--- src/rtl/clkfan_div2.sv ---
module clkfan_div2 (
  input  logic clk_in,
  input  logic hold_rst,
  output logic half_q
);

  logic run_q;

  // A one-edge start-up stage keeps the first rising edge of the
  // half-rate signal on the second input edge after release.
  always_ff @(posedge clk_in) begin
    if (hold_rst) begin
      run_q  <= 1'b0;
      half_q <= 1'b0;
    end else begin
      run_q <= 1'b1;
      if (run_q) half_q <= ~half_q;
    end
  end

endmodule

--- src/rtl/clkfan_en_decode.sv ---
module clkfan_en_decode #(
  parameter int NUM_BANKS = 4,
  parameter int EN_W      = 2
) (
  input  logic                 mr_oe_n,
  input  logic [EN_W-1:0]      code,
  output logic [NUM_BANKS-1:0] oe
);

  logic [EN_W-1:0] depth;

  // Bit-reverse the code: the result is the index of the last driven bank.
  generate
    for (genvar k = 0; k < EN_W; k++) begin : g_rev
      assign depth[k] = code[EN_W-1-k];
    end
    for (genvar g = 0; g < NUM_BANKS; g++) begin : g_oe
      assign oe[g] = mr_oe_n && (EN_W'(g) <= depth);
    end
  endgenerate

endmodule

--- src/rtl/clkfan_bank_mux.sv ---
module clkfan_bank_mux #(
  parameter int BANK_W = 5
) (
  input  logic              clk_src,
  input  logic              half_src,
  input  logic              full_rate,
  input  logic              oe,
  output logic [BANK_W-1:0] q
);

  logic pick;

  always_comb begin
    pick = full_rate ? clk_src : half_src;
    q    = oe ? {BANK_W{pick}} : '0;
  end

endmodule

--- src/rtl/clk_fanout_banks.sv ---
module clk_fanout_banks #(
  parameter int NUM_BANKS = 4,
  parameter int BANK_W    = 5,
  localparam int EN_W     = $clog2(NUM_BANKS),
  localparam int OUT_W    = NUM_BANKS * BANK_W
) (
  input  logic                 clk_in,
  input  logic                 mr_oe_n,
  input  logic [EN_W-1:0]      bank_en,
  input  logic [NUM_BANKS-1:0] div_sel,
  output logic [OUT_W-1:0]     bank_q,
  output logic [NUM_BANKS-1:0] bank_oe
);

  logic half_sig;
  logic hold_rst;

  assign hold_rst = ~mr_oe_n;

  clkfan_div2 u_div (
    .clk_in   (clk_in),
    .hold_rst (hold_rst),
    .half_q   (half_sig)
  );

  clkfan_en_decode #(
    .NUM_BANKS (NUM_BANKS),
    .EN_W      (EN_W)
  ) u_dec (
    .mr_oe_n (mr_oe_n),
    .code    (bank_en),
    .oe      (bank_oe)
  );

  generate
    for (genvar b = 0; b < NUM_BANKS; b++) begin : g_bank
      clkfan_bank_mux #(
        .BANK_W (BANK_W)
      ) u_mux (
        .clk_src   (clk_in),
        .half_src  (half_sig),
        .full_rate (div_sel[b]),
        .oe        (bank_oe[b]),
        .q         (bank_q[b*BANK_W +: BANK_W])
      );
    end
  endgenerate

endmodule

--- config.mk ---
export PLATFORM = sky130hd
export DESIGN_NAME = clk_fanout_banks
export DESIGN_NICKNAME = d
export VERILOG_FILES = /design/src/rtl/clkfan_div2.sv /design/src/rtl/clkfan_en_decode.sv /design/src/rtl/clkfan_bank_mux.sv /design/src/rtl/clk_fanout_banks.sv
export SDC_FILE = /design/constraint.sdc
export NUM_CORES = 1
export LEC_CHECK = 0
export ABC_AREA = 1
export BUFFER_PORTS_ARGS = -buffer_cell sky130_fd_sc_hd__buf_2
export CAP_MARGIN = 20
export CORE_AREA = 2 2 39 41
export DETAILED_ROUTE_END_ITERATION = 10
export DIE_AREA = 0 0 41 43
export HOLD_SLACK_MARGIN = 0.08
export PLACE_DENSITY = 0.62
export SYNTH_ARGS = -nofsm -noshare
export SYNTH_HDL_FRONTEND = slang
export SYNTH_SLANG_ARGS = --single-unit
export TNS_END_PERCENT = 100
--- constraint.sdc ---
create_clock -name clk_in -period 1.8 [get_ports clk_in]
set_clock_uncertainty 0.2 [all_clocks]
set_input_delay 0.18 -clock clk_in [delete_from_list [all_inputs] [get_ports clk_in]]
set_output_delay 0.18 -clock clk_in [all_outputs]
set_load 0.02 [all_outputs]
Word-level counts from Yosys, hierarchy flattened:

Index checks and enable logic that the tools add are counted.
Widths: inputs -> output; s select.

* bits in latches: 0
* ROM bits: 0
* register bits: 2
* memories kept: 0
* word-level logic and storage cells: 20
* memory bits (writable): 0
* bits of input ports: 8

* bitwise operators: 1
* shift operators: 0
* reduce and logical (&&, ||, !) cells: 4
* multipliers: 0
* $add $sub $neg: 0
* div/mod/pow operators: 0
* order comparisons: 4
* equality and inequality tests: 0
* mux-type cells: 9

Operators by type and width (number)
* $mux 5: 4
* $mux 1: 5
* $le 1x2->1 const A: 2
* $le 2x2->1 const A: 2
* $logic_and 1x1->1: 4
* $not 1->1: 1

Logic depth before layout (Yosys ltp):

Gate-level depths: netlist of run 1.

* word-level depth: 3
* gate-level depth with buffers: 5
* gate-level depth less buffers: 4

Modules after synthesis:

Synthesis of run 1 repeated with hierarchy kept, for this count alone.

* cell total of the unflattened synthesis: 51
* area total of the unflattened synthesis: 302.8 µm²

By module, submodules not included
* clkfan_bank_mux: instances 4, area each 51.3 µm², cells each 9
* clkfan_div2: instances 1, area each 58.8 µm², cells each 7
* clkfan_en_decode: instances 1, area each 35.0 µm², cells each 7
* clk_fanout_banks: instances 1, area each 3.8 µm², cells each 1

==> results of run 1 <==
==> state kept, by name (all words and copies together), names as in the netlist <==
signal,count
u_div.half_q,1
u_div.run_q,1
==> layout by cell type (no fill, tap or decap), drive strengths merged <==
cell	synthesis	final
a21oi	1	1
buf	20	32
clkbuf	0	5
clkinv	0	1
dfxtp	2	2
dlygate4sd3	0	1
inv	7	9
nand2	12	12
nand3	1	1
nor2	7	7
o21ai	1	1
==> worst paths after layout <==
check	startpoint	slack [ns]	endpoint
min reg2reg	u_div.run_q$_DFF_P_	0.27	u_div.half_q$_SDFFE_PN0P_
min	u_div.run_q$_DFF_P_	0.27	u_div.half_q$_SDFFE_PN0P_
max	clk_in	0.02	bank_q[17]
max reg2reg	u_div.half_q$_SDFFE_PN0P_	0.91	u_div.half_q$_SDFFE_PN0P_
==> report_power, final <==
part / total [mW] / internal, mW / switching [mW]
clock: 0.509 / 0.258 / 0.251
sequential: 0.0507 / 0.0475 / 0.00327
combinational: 0.0379 / 0.0145 / 0.0234
==> layout make-up <==
type	count	area, sq um
clock buffers	26	236
fillers	159	860
well taps	16	20.0
inverters	6	22.5
multi-input cells	22	125
flip-flops and latches	2	40.0
clock inverters	4	15.0
repair buffers	12	65.1
==> kinds of logic after synthesis <==
family                 synth area share [%]
AO/OA/AOI/OAI                          3.25
buffers and inverters                  57.3
flip-flops                             13.0
AND/OR/NAND/NOR                        26.4
==> critical path, delay by kind of cell <==
kind	cells	cell delay, ns
AND/OR/NAND/NOR	1	0.06
buffers and inverters	3	0.38
AO/OA/AOI/OAI	1	0.06
==> stage by stage <==
step                cell area (sq um)  hold slack [ns]
global placement                  333            0.178
CTS                               505            0.276
global route                      524            0.290
finish                            524            0.274
detailed placement                333            0.176
floorplan                         308          0.00772
==> per-layer routing <==
| layer | vias up | wire length [um] |
|---|---|---|
| met5 | - | 0 |
| met4 | 0 | 27 |
| met3 | 4 | 113 |
| met2 | 26 | 332 |
| met1 | 138 | 241 |
| li1 | 169 | - |
==> what timing repair did <==
action / 4_1_cts / 5_1_grt
gates resized for setup: 31 / 8
pin swaps: 5 / 2
setup buffers: 0 / 0
setup endpoints to repair: 20 / 18
gates cloned: 0 / 0
hold buffers: 1 / 0
endpoints found under the hold margin: 2 / 0
==> out/results.ini, run 1 <==
[run_status]
run_status=completed

[worst_setup_path]
slowest_delay_ns=0.14
path_cells=clkbuf_4 > nand2_4 > a21oi_4 > clkbuf_8 > buf_6
critical_path.endpoint_type=output pin
slowest_stage=clkbuf_8
worstPathArrival_ns=1.40
worstRegToRegCells=3
crit_type=clock port to output pin
path_max_fanout=3
start_kind=clock port
crit_required_ns=1.42

[synth]
syn_avg_cell_area_sq_um=6.04
ys_seq_elements=2
synth.most_common_cell=buf_4
synth_area_sq_um=308
ys_seq_area_share_pct=13.0
synth_area_leaders=buf_4, nand2_1, dfxtp_1
yosys.area.top_type_share_pct=48.8
netlist_instances=51
yosys_warnings=0
synthTopCellsByCount=buf_4, nand2_1, nor2_1
async_reset_ff_share_pct=0
synthFlopType=dfxtp_1
syn_nets=59
synth_edf_count=0
synth_cell_type_count=11
yosysTopAreaCell=buf_4

[die]
dieArea_sq_um=1760
boundaryPins=32
start_util_pct=22.2
die_h_um=43
core-area_sq_um=1380
die_w_um=41
core.rowCount=14

[placed_design]
io_buffer_count=31
place_congestion=0.592
dpl.hpwl_um=485
dp_cells=78
pre_cts_slack_ns=0.143

[timing]
hold_viol_final=0
rsz0062_at_grt=yes
final.setup.tns_ns=0
setup_viol=0
max-slew-margin-rel_pct=72.6
tightest_slew_ns=0.407
slew_viol_final=0
setup_slack_ns=0.0157

[global_routing]
antenna_found_initial=0
grt_pass1_wl_mm=1.06
met2_usage_pct=6.88
grt_util_met3_pct=14.1
grt_pass1_vias=401
grt_max_degree=7
busiest_layer=met4
use_met1_pct=6.37
overflow=0
track_usage_pct=10.8

[final_layout]
drive_gt1_share_pct=65.3
diodes=0
final_util_pct=37.9
area_delta_synth_final_pct=70.3
nets=80
fin_cells=88

[drt]
drt_iter0_drc=6
first_pass_iters=4
ant_nets=0
routed_wl_um=714
routedWlPerCell_um=8.11
viasPerCell=3.83
drc_errors=0
vias=337

[power_and_ir_drop]
p_leak_nw=0.317
vdd_ir_drop_max_mv=0.655
total_power_uw=598
power.density_nw_per_um2=1140

[min_path]
hold_depth=2
hp-class=flop to flop

[clock_network]
clkTransAtPathRegs_ns=0.04
cts_tree=yes
clock_latency_ns=0.21

[job]
max-cap-violations=0

No activity file was read; power rests on OpenSTA's default activity.
==> run 2, diff against run 1 <==
- PLACE_DENSITY: 0.62 -> 0.54
==> run 2 against run 1 <==
Effect of this change: wire length rose by 5.9%; register-to-register slack worse by 0.03 ns; worst setup slack gained 0.012 ns; die area is the same; non-clock buffer count did not move; global-route usage grew 0.80 points; utilization increased by 1.9 points.
==> out/results.ini, run 2 (synthesis results as in run 1) <==
[worst_setup_path]
cp_common_cell=buf_6
crit_required_ns=1.42
crit_type=clock port to output pin
slowest_stage=clkbuf_8
slowest_delay_ns=0.14
path_cells=buf_6 > nand2_4 > a21oi_4 > clkbuf_8 > buf_6
critical_path.endpoint_type=output pin
worstPathArrival_ns=1.39
path_max_fanout=3
start_kind=clock port

[die]
core-area_sq_um=1380
die_h_um=43
dieArea_sq_um=1760
boundaryPins=32
core.rowCount=14
die_w_um=41
start_util_pct=22.2

[power_and_ir_drop]
intPower_uw=341
sw_frac_of_total_pct=45.2
total_power_uw=623
p_switching_uw=282
power.density_nw_per_um2=1130
power_frac_seq_pct=8.2
clockPowerShare_pct=85.6
p_leak_nw=0.322
vdd_ir_drop_max_mv=0.595
combinationalPowerShare_pct=6.2

[timing]
setup_slack_ns=0.0274
slew_viol_final=0
final.setup.tns_ns=0
hold_viol_final=0
rsz0062_at_grt=no
tightest_slew_ns=0.392
setup_viol=0
max-slew-margin-rel_pct=73.6

[final_layout]
nets=80
drive_gt1_share_pct=63.9
diodes=0
fin_cells=88
fillCellCount=148
finalInstanceArea_sq_um=551
area_delta_synth_final_pct=78.9
final_cell_mix=buf_6, buf_2, nand2_1
top_regs=u_div.half_q (1), u_div.run_q (1)

[placed_design]
dp_cells=78
dpl.hpwl_um=515
pre_cts_slack_ns=0.142
postPlaceCellArea_sq_um=333
io_buffer_count=31
place_congestion=0.611

[clock_network]
clkTransAtPathRegs_ns=0.04
cts_tree=yes
clock_latency_ns=0.21

[drt]
routedWlPerCell_um=8.59
vias=350
routed_wl_um=756
ant_nets=0
first_pass_iters=3
drt_iter0_drc=10
drc_errors=0
viasPerCell=3.98

[global_routing]
track_usage_pct=11.6
grt_max_degree=7
overflow=0
antenna_found_initial=0
grt_pass1_vias=400
grt_pass1_wl_mm=1.13

[job]
max-cap-violations=0

[min_path]
hp-class=flop to flop

[run_status]
run_status=completed

## run 2: cell types whose count changed in the layout (fill, tap and decap cells not counted), sizes merged
cell    change
buf         +2
clkbuf      -2
## run 2: path summary, 6_finish.rpt
kind,start,endpoint,slack [ns],cells after the start
setup / recovery,clk_in,bank_q[19],0.03,5
hold / removal,u_div.run_q$_DFF_P_,u_div.half_q$_SDFFE_PN0P_,0.28,2
hold reg to reg,u_div.run_q$_DFF_P_,u_div.half_q$_SDFFE_PN0P_,0.28,2
setup reg to reg,u_div.half_q$_SDFFE_PN0P_,u_div.half_q$_SDFFE_PN0P_,0.88,3
## run 2: per-layer routing
metal | vias up | global-route usage (%) | wire length [um]
met5 | - | 0 | 0
met4 | 0 | 20.7 | 19
met3 | 2 | 20.4 | 93
met2 | 27 | 8.44 | 388
met1 | 150 | 6.05 | 254
li1 | 171 | - | -
## run 2: final cells by class
| cell class | instances | area [sq um] | area share [%] |
|---|---|---|---|
| clock buffers | 26 | 260 | 47.3 |
| clock inverters | 4 | 15.0 | 2.73 |
| inverters | 6 | 22.5 | 4.09 |
| multi-input cells | 22 | 128 | 23.2 |
| flip-flops and latches | 2 | 40.0 | 7.27 |
| well taps | 16 | 20.0 | 3.64 |
| repair buffers | 12 | 65.1 | 11.8 |
## run 2: per-stage QoR
step	util, %	hold WS, ns
after CTS	36.5	0.286
final	39.8	0.285
after global routing	39.8	0.312
after global placement	24.1	0.176
after floorplan	-	0.00772
after detailed placement	24.1	0.173
## run 2: what timing repair did
action	in CTS	in global routing
hold endpoints to repair	2	0
resized for setup	31	16
pin swaps	5	5
endpoints found under the setup margin	20	20
buffers inserted	0	0
hold buffers	1	0
## run 2: worst max-delay path: cells and delay by family
family                 cells  cell delay [ns]
buffers and inverters      3             0.36
AND/OR/NAND/NOR            1             0.07
AO/OA/AOI/OAI              1             0.06
## run 2: power by group through the flow
| stage | logic, mW | registers (mW) | clock network (mW) |
|---|---|---|---|
| final | 0.0389 | 0.0509 | 0.533 |
| after detailed placement | 0.0334 | 0.0518 | 0.213 |
| after floorplan | 0.0233 | 0.0510 | 0.236 |
| after global placement | 0.0332 | 0.0513 | 0.213 |
| after global routing | 0.0426 | 0.0513 | 0.586 |
| after CTS | 0.0387 | 0.0510 | 0.487 |
